`src/rtl/xpt_pkg.sv`:
```
// Package: default geometry of the crosspoint store and the cell index rule.
// Assumes: row-major layout, index = row * columns + column.
package xpt_pkg;
    localparam int XPT_ROWS = 12;
    localparam int XPT_COLS = 8;
    localparam int XPT_ROW_AW = 4;
    localparam int XPT_COL_AW = 3;
    localparam int XPT_CELLS = XPT_ROWS * XPT_COLS;

    // Flat cell index of a row/column pair.
    function automatic int cell_index(input int row, input int col, input int ncols);
        return row * ncols + col;
    endfunction
endpackage

```
`src/rtl/xpt_strobe_ctrl.sv`:
```
// Module: xpt_strobe_ctrl
// Watches the strobe and captures address and chip select on the first clock
// where the strobe is high. For the rest of the window it presents the captured
// values. Assumes strobe, chip_sel and addresses are synchronous to clk.
module xpt_strobe_ctrl #(
    parameter int ROW_AW = 4,
    parameter int COL_AW = 3
) (
    input  logic              clk,
    input  logic              rst_n,
    input  logic              strobe,
    input  logic              chip_sel,
    input  logic [ROW_AW-1:0] row_addr,
    input  logic [COL_AW-1:0] col_addr,
    output logic              wr_ok,
    output logic [ROW_AW-1:0] sel_row,
    output logic [COL_AW-1:0] sel_col
);
    logic              stb_q;
    logic              cs_q;
    logic [ROW_AW-1:0] row_q;
    logic [COL_AW-1:0] col_q;
    logic              first;

    // First clock of a strobe window.
    assign first = strobe && !stb_q;

    // Remember the strobe level and capture the request at window start.
    always_ff @(posedge clk) begin
        if (!rst_n) begin
            stb_q <= 1'b0;
            cs_q  <= 1'b0;
            row_q <= '0;
            col_q <= '0;
        end else begin
            stb_q <= strobe;
            if (first) begin
                cs_q  <= chip_sel;
                row_q <= row_addr;
                col_q <= col_addr;
            end
        end
    end

    // Choose the live request on the first clock and the captured one afterwards.
    always_comb begin
        if (first) begin
            sel_row = row_addr;
            sel_col = col_addr;
            wr_ok   = chip_sel;
        end else begin
            sel_row = row_q;
            sel_col = col_q;
            wr_ok   = strobe && cs_q;
        end
    end
endmodule

```
`src/rtl/xpt_addr_decode.sv`:
```
// Module: xpt_addr_decode
// Turns a row/column pair into a one-hot cell select, gated by a write enable.
// Row values at or above ROWS select nothing.
module xpt_addr_decode #(
    parameter int ROWS   = 12,
    parameter int COLS   = 8,
    parameter int ROW_AW = 4,
    parameter int COL_AW = 3,
    localparam int CELLS = ROWS * COLS
) (
    input  logic              wr_en,
    input  logic [ROW_AW-1:0] row,
    input  logic [COL_AW-1:0] col,
    output logic [CELLS-1:0]  hit
);
    // One comparator pair per cell.
    for (genvar r = 0; r < ROWS; r++) begin : g_row
        for (genvar c = 0; c < COLS; c++) begin : g_col
            assign hit[xpt_pkg::cell_index(r, c, COLS)] =
                wr_en && (row == ROW_AW'(r)) && (col == COL_AW'(c));
        end
    end
endmodule

```
`src/rtl/xpt_cell_array.sv`:
```
// Module: xpt_cell_array
// One flop per switch. A selected cell loads the data bit, and clear empties
// every cell with priority over a load. Assumes hit is one-hot or zero.
module xpt_cell_array #(
    parameter int CELLS = 96
) (
    input  logic             clk,
    input  logic             rst_n,
    input  logic             clr,
    input  logic             data,
    input  logic [CELLS-1:0] hit,
    output logic [CELLS-1:0] cells
);
    for (genvar i = 0; i < CELLS; i++) begin : g_cell
        // Hold, load or clear one switch state.
        always_ff @(posedge clk) begin
            if (!rst_n)      cells[i] <= 1'b0;
            else if (clr)    cells[i] <= 1'b0;
            else if (hit[i]) cells[i] <= data;
        end
    end
endmodule

```
`src/rtl/xpt_ctrl_store.sv`:
```
// Module: xpt_ctrl_store (top)
// Control store for a ROWS x COLS crosspoint matrix. A write opens with the
// strobe, tracks data while the window lasts and keeps the last sampled level.
// Master clear empties the store regardless of chip select. All inputs are
// assumed synchronous to clk.
module xpt_ctrl_store #(
    parameter int ROWS   = xpt_pkg::XPT_ROWS,
    parameter int COLS   = xpt_pkg::XPT_COLS,
    parameter int ROW_AW = xpt_pkg::XPT_ROW_AW,
    parameter int COL_AW = xpt_pkg::XPT_COL_AW,
    localparam int CELLS = ROWS * COLS
) (
    input  logic              clk,
    input  logic              rst_n,
    input  logic [ROW_AW-1:0] row_addr,
    input  logic [COL_AW-1:0] col_addr,
    input  logic              data_in,
    input  logic              chip_sel,
    input  logic              strobe,
    input  logic              master_clr,
    output logic [CELLS-1:0]  sw_en
);
    logic              wr_ok;
    logic [ROW_AW-1:0] sel_row;
    logic [COL_AW-1:0] sel_col;
    logic [CELLS-1:0]  hit;

    xpt_strobe_ctrl #(.ROW_AW(ROW_AW), .COL_AW(COL_AW)) u_stb (
        .clk(clk), .rst_n(rst_n), .strobe(strobe), .chip_sel(chip_sel),
        .row_addr(row_addr), .col_addr(col_addr),
        .wr_ok(wr_ok), .sel_row(sel_row), .sel_col(sel_col)
    );

    xpt_addr_decode #(.ROWS(ROWS), .COLS(COLS), .ROW_AW(ROW_AW), .COL_AW(COL_AW)) u_dec (
        .wr_en(wr_ok), .row(sel_row), .col(sel_col), .hit(hit)
    );

    xpt_cell_array #(.CELLS(CELLS)) u_cells (
        .clk(clk), .rst_n(rst_n), .clr(master_clr), .data(data_in),
        .hit(hit), .cells(sw_en)
    );
endmodule

```
`config.mk`:
```
export PLATFORM = sky130hd
export DESIGN_NAME = xpt_ctrl_store
export DESIGN_NICKNAME = d
export VERILOG_FILES = /design/src/rtl/xpt_pkg.sv /design/src/rtl/xpt_strobe_ctrl.sv /design/src/rtl/xpt_addr_decode.sv /design/src/rtl/xpt_cell_array.sv /design/src/rtl/xpt_ctrl_store.sv
export SDC_FILE = /design/constraint.sdc
export NUM_CORES = 1
export LEC_CHECK = 0
export CORE_ASPECT_RATIO = 0.5
export CORE_MARGIN = 10
export CORE_UTILIZATION = 53
export CTS_BUF_LIST = sky130_fd_sc_hd__clkbuf_8 sky130_fd_sc_hd__clkbuf_16
export CTS_CLUSTER_SIZE = 12
export DETAILED_ROUTE_END_ITERATION = 6
export PLACE_DENSITY = 0.91
export SYNTH_ARGS = -nofsm -noshare
export SYNTH_HDL_FRONTEND = slang
export SYNTH_SLANG_ARGS = --single-unit
export TNS_END_PERCENT = 20
```
`constraint.sdc`:
```
create_clock -name clk -period 2.87 [get_ports clk]
set_input_delay 0.7175 -clock clk [delete_from_list [all_inputs] [get_ports clk]]
set_output_delay 0.7175 -clock clk [all_outputs]
set_load 0.005 [all_outputs]
```
### Word level (Yosys, flattened, before mapping)

Cells that the tools add are included.

* bits in latches: 0
* RAM bits: 0
* input port bits: 13
* output and inout bits: 96
* ROM bits: 0
* memories kept: 0
* register bits: 105

* add/subtract/negate cells: 0
* reductions and logical operators: 114
* bitwise operators: 1
* shifts and indexed selects: 0
* multipliers: 0
* muxes and demuxes: 3
* magnitude comparators: 0
* equality and inequality tests: 18
* div/mod/pow operators: 0

Operator list (count)
* $logic_and 1x1->1: 110
* $eq 4x3->1 const B: 4
* $eq 4x4->1 const B: 4
* $eq 3x3->1 const B: 4
* $eq 4x2->1 const B: 2
* $eq 3x2->1 const B: 2
* $eq 4x1->1 const B: 1
* $logic_not 4->1: 1
* $mux 4: 1
* $eq 3x1->1 const B: 1
* $logic_not 3->1: 1
* $mux 3: 1
* $reduce_or 2->1: 1
* $logic_not 1->1: 1
* $mux 1: 1
* $not 1->1: 1

### Logic depth before layout (Yosys ltp)

* depth in word-level cells: 6
* depth in mapped cells: 8

### By module

Synthesis repeated with hierarchy kept, for this count alone.

* cell total of the unflattened synthesis: 516
* area total of the unflattened synthesis: 4808.4 um^2

By module, submodules not included
* xpt_cell_array: sequential area each 1921.8 um^2, times used 1, area an instance 3420.8 um^2, cells each 311
* xpt_addr_decode: sequential area each 0.0 um^2, times used 1, area an instance 919.6 um^2, cells each 157
* xpt_strobe_ctrl: sequential area each 180.2 um^2, times used 1, area an instance 467.9 um^2, cells each 48

### Worst setup path before layout

Ideal clock, no wire load.

* path type: input port to flip-flop
* start: input strobe
* end: register u_cells.cells[16]
* buffers on the path: 3
* data required time: 2.738 ns
* arrival time: 2.011 ns
* setup time: 0.132 ns
* slack: 0.726 ns
* cell stages on the path: 8
* cells stage by stage: buf_6 -> and2b_1 -> buf_6 -> mux2_4 -> nor3_4 -> buf_6 -> nand2_1 -> mux2i_1

* cells in the longest elaborated chain, start to end: 5
* elaborated cells on any way between the ends: 9
* those cells by class: 1 x eq/ne; 3 x mux; 5 x reduce/logical

Ends and longest elaborated chain
* start: declaration: line xpt_ctrl_store.sv:19 `input logic strobe,`
* $logic_and 1x1->1: line xpt_strobe_ctrl.sv:26 `assign first = strobe && !stb_q;`
* $mux 4: line xpt_strobe_ctrl.sv:47 `if (first) begin`
* $eq 4x2->1: line xpt_addr_decode.sv:20 `wr_en && (row == ROW_AW'(r)) && (col == COL_AW'(c));`
* $logic_and 1x1->1: line xpt_addr_decode.sv:20
* $logic_and 1x1->1 (*): line xpt_addr_decode.sv:20
* end signal: indexed assignment: line xpt_cell_array.sv:19 `else if (hit[i]) cells[i] <= data;`
* end: declaration: line xpt_cell_array.sv:12 `output logic [CELLS-1:0] cells`

Every way passes the cells marked *; elsewhere a longest branch is shown, timed or not.
A chain may end at the register's enable or synchronous reset.

### Worst setup path in the final report

* start: input strobe
* end: register u_cells.cells[51]

* cells in the longest elaborated chain, start to end: 5
* elaborated cells on any way between the ends: 9
* those cells by class: 2 x eq/ne; 3 x mux; 4 x reduce/logical

Ends and longest elaborated chain (line)
* $logic_and 1x1->1: xpt_strobe_ctrl.sv:26
* $mux 4: xpt_strobe_ctrl.sv:47
* $eq 4x3->1: xpt_addr_decode.sv:20
* $logic_and 1x1->1: xpt_addr_decode.sv:20
* $logic_and 1x1->1 (*): xpt_addr_decode.sv:20

Marked as above.

==> flow_metrics.py <==
metrics = {
    "status": {
        "status": "completed",
    },
    "route": {
        "routedLengthMet1_um": 5170,
        "wl_per_cell_um": 18.0,
        "drtPass1Iterations": 4,
        "drt_iter0_markers": 271,
        "num_vias": 3835,
        "drt_wl_total_um": 12800,
        "wl_met2_um": 6220,
        "ant_nets": 0,
        "drcViolationCount": 0,
        "wl_met3_um": 980,
        "vias_per_cell": 5.40,
        "top_layer": "met4",
    },
    "timing": {
        "timing.final.setup_violations": 0,
        "fmax_mhz": 369,
        "skew_ns": 0.00813,
        "timing.hold.ws_ns": 0.458,
        "worst_pin_slew_ns": 0.763,
        "timing.final.hold_violations": 0,
        "maxSlewHeadroom_pct": 48.9,
        "slew_viol_final": 0,
        "rsz0062_at_grt": "no",
        "finalCritPeriodShare_pct": 94.4,
        "finalCriticalPeriod_ns": 2.71,
    },
    "clock_tree": {
        "cts_tree": "yes",
        "clock-root-buffer": "clkbuf_16",
        "worstSkewPairLatency_ns": 0.35,
        "post_cts_buffers": 0,
        "cts-buffers-inserted": 9,
        "post_cts_resized": 0,
        "clock_sinks": 105,
        "h-tree-depth": 3,
        "ctsLongestPathBuffers": 2,
        "hold_buffers": 0,
        "clk_pin_slew_ns": 0.07,
    },
    "pwr": {
        "total_power_uw": 3070,
        "peakVddDrop_uv": 400,
        "power.density_nw_per_um2": 509,
        "power_leakage_uw": 0.00266,
    },
    "min_path": {
        "min_to": "u_cells.cells[56]",
        "hold_path_class": "register to register",
        "worst_hold_path.num_cells": 2,
        "holdCritStartpoint": "u_cells.cells[56]",
    },
    "worst_setup_path": {
        "critPathKind": "input port to register",
        "r2r-start": "u_stb.stb_q",
        "arrival_ns": 2.94,
        "path_delay_family": "simple AND/OR/NAND/NOR gates",
        "startpoint_type": "input port",
        "path_buf_inv": 2,
        "worstSetupEndpointType": "register",
        "cp_slowest_stage_delay_ns": 0.65,
        "path_cells": "clkdlybuf4s50_1 -> buf_4 -> nand2b_4 -> mux2_4 -> nor3_4 -> nand2_1 -> mux2i_1",
        "cp.required_ns": 3.10,
        "crit_fanout": 12,
        "worstRegToRegCells": 6,
        "crit_path_top_delay_cell": "nor3_4",
        "ff2ff_setup_slack_ns": 0.44,
        "r2r-end": "u_cells.cells[23]",
    },
    "global_route": {
        "grt_pass1_wl_um": 20100,
        "grt_max_degree": 97,
        "overflow": 0,
        "globalRouteTotalUtil_pct": 19.7,
        "grt_pass1_vias": 3842,
        "antenna_found_initial": 0,
    },
    "synthesis": {
        "synth.distinct_cells": 28,
        "syn-num-nets": 506,
        "synth_cells": 493,
        "yosys_register_bits": 105,
        "synth_warnings": 0,
        "synth_area_per_cell_um2": 9.20,
        "synth_area_um2": 4530,
        "ys_seq_area_share_pct": 46.4,
    },
    "layout": {
        "stdcell_area_um2": 6040,
        "fillCellCount": 558,
        "diodes": 0,
        "final_common_cell": "nand2_1",
        "fin_cells": 710,
        "final_cell_mix": "nand2_1 (202), clkdlybuf4s50_1 (108), dfxtp_1 (105), mux2i_1 (97), nor2_1 (12)",
        "area_delta_synth_final_pct": 33.1,
        "nets": 606,
        "final_layout_size_suffix_gt1_share_pct": 7.86,
    },
    "floorplan": {
        "num_rows": 23,
        "chipWidth_um": 151,
        "ios": 109,
        "core_area_um2": 8170,
        "dieArea_um2": 12900,
        "start_util_pct": 55.5,
        "dieHeight_um": 85.4,
    },
    "placed_design": {
        "gp_congestion": 0.841,
        "dp_hpwl_um": 8790,
        "dpl-instance-area_um2": 5700,
        "port_buffers": 108,
        "dp.cells": 694,
    },
    "run": {
        "maxCapViolCount": 0,
    },
}
## power by group
group / switching, uW / internal, uW / leakage [uW]
clock: 536 / 846 / 0.000172
combinational: 140 / 79.0 / 0.00164
sequential: 8.00 / 1460 / 0.000847
total: 684 / 2390 / 0.00266
## state kept, by name, indices dropped and copies added (netlist names)
| register | cells |
|---|---|
| u_cells.cells | 96 |
| u_stb.row_q | 4 |
| u_stb.col_q | 3 |
| u_stb.cs_q | 1 |
| u_stb.stb_q | 1 |
## metal layers
layer,up-vias,track usage [%]
li1,1808,-
met1,1874,22.1
met2,122,33.9
met3,31,6.62
met4,0,8.08
met5,-,0
## how the worst max path moves through the flow
stage            from                end  slack [ns]  cells after the start
4_1_cts        strobe  u_cells.cells[51]        0.20                      7
2_1_floorplan  strobe  u_cells.cells[16]        0.73                      8
5_1_grt        strobe  u_cells.cells[47]        0.07                      7
3_5_place_dp   strobe  u_cells.cells[19]       -0.11                      7
6_report       strobe  u_cells.cells[51]        0.16                      7
3_3_place_gp   strobe  u_cells.cells[67]       -0.03                      7
## synthesized netlist by cell type, drive strengths merged
master	n	area share, %
nor4b	1	0.19
and3b	2	0.39
clkbuf	20	1.7
o211ai	4	0.66
nand2	203	17
nor2b	1	0.14
buf	13	2.9
nor3b	1	0.17
nor2	12	0.99
nor3	8	2.7
and2	4	0.58
a21boi	5	0.83
and2b	1	0.17
mux2i	100	23
a31oi	3	0.41
and3	1	0.14
mux2	4	1.2
nor4bb	2	0.44
nand2b	1	0.30
dfxtp	105	46
inv	2	0.17
## tightest hold or removal path: stages (launching register included)
cell,delay (ns)
dfxtp_1,0.31
nand2_1,0.05
mux2i_1,0.05
## through the flow
step / setup slack, ns / util (%) / TNS, ns
3_5_place_dp: -0.113 / 69.7 / -1.92
6_report: 0.160 / 73.9 / 0
4_1_cts: 0.204 / 73.9 / 0
5_1_grt: 0.0738 / 73.9 / 0
2_1_floorplan: 0.726 / - / 0
3_3_place_gp: -0.0308 / 69.7 / -0.225
## layout make-up
cell class	instances	area, um2	area share [%]
Clock buffer	9	225	3.73
Clock inverter	7	111	1.84
Inverter	2	7.51	0.124
Multi-Input combinational cell	353	2230	36.9
Sequential cell	105	2100	34.8
Tap cell	112	140	2.32
Timing Repair Buffer	122	1220	20.3
## kinds of logic (layout without fill, tap and decap cells)
family	Yosys count	in the layout	synth area share [%]
mux	104	104	24.0
simple gates	237	237	23.0
compound gates	12	12	1.90
buf+inv	35	140	4.75
flops	105	105	46.4
Note: power is estimated with default switching activity, not from simulation.
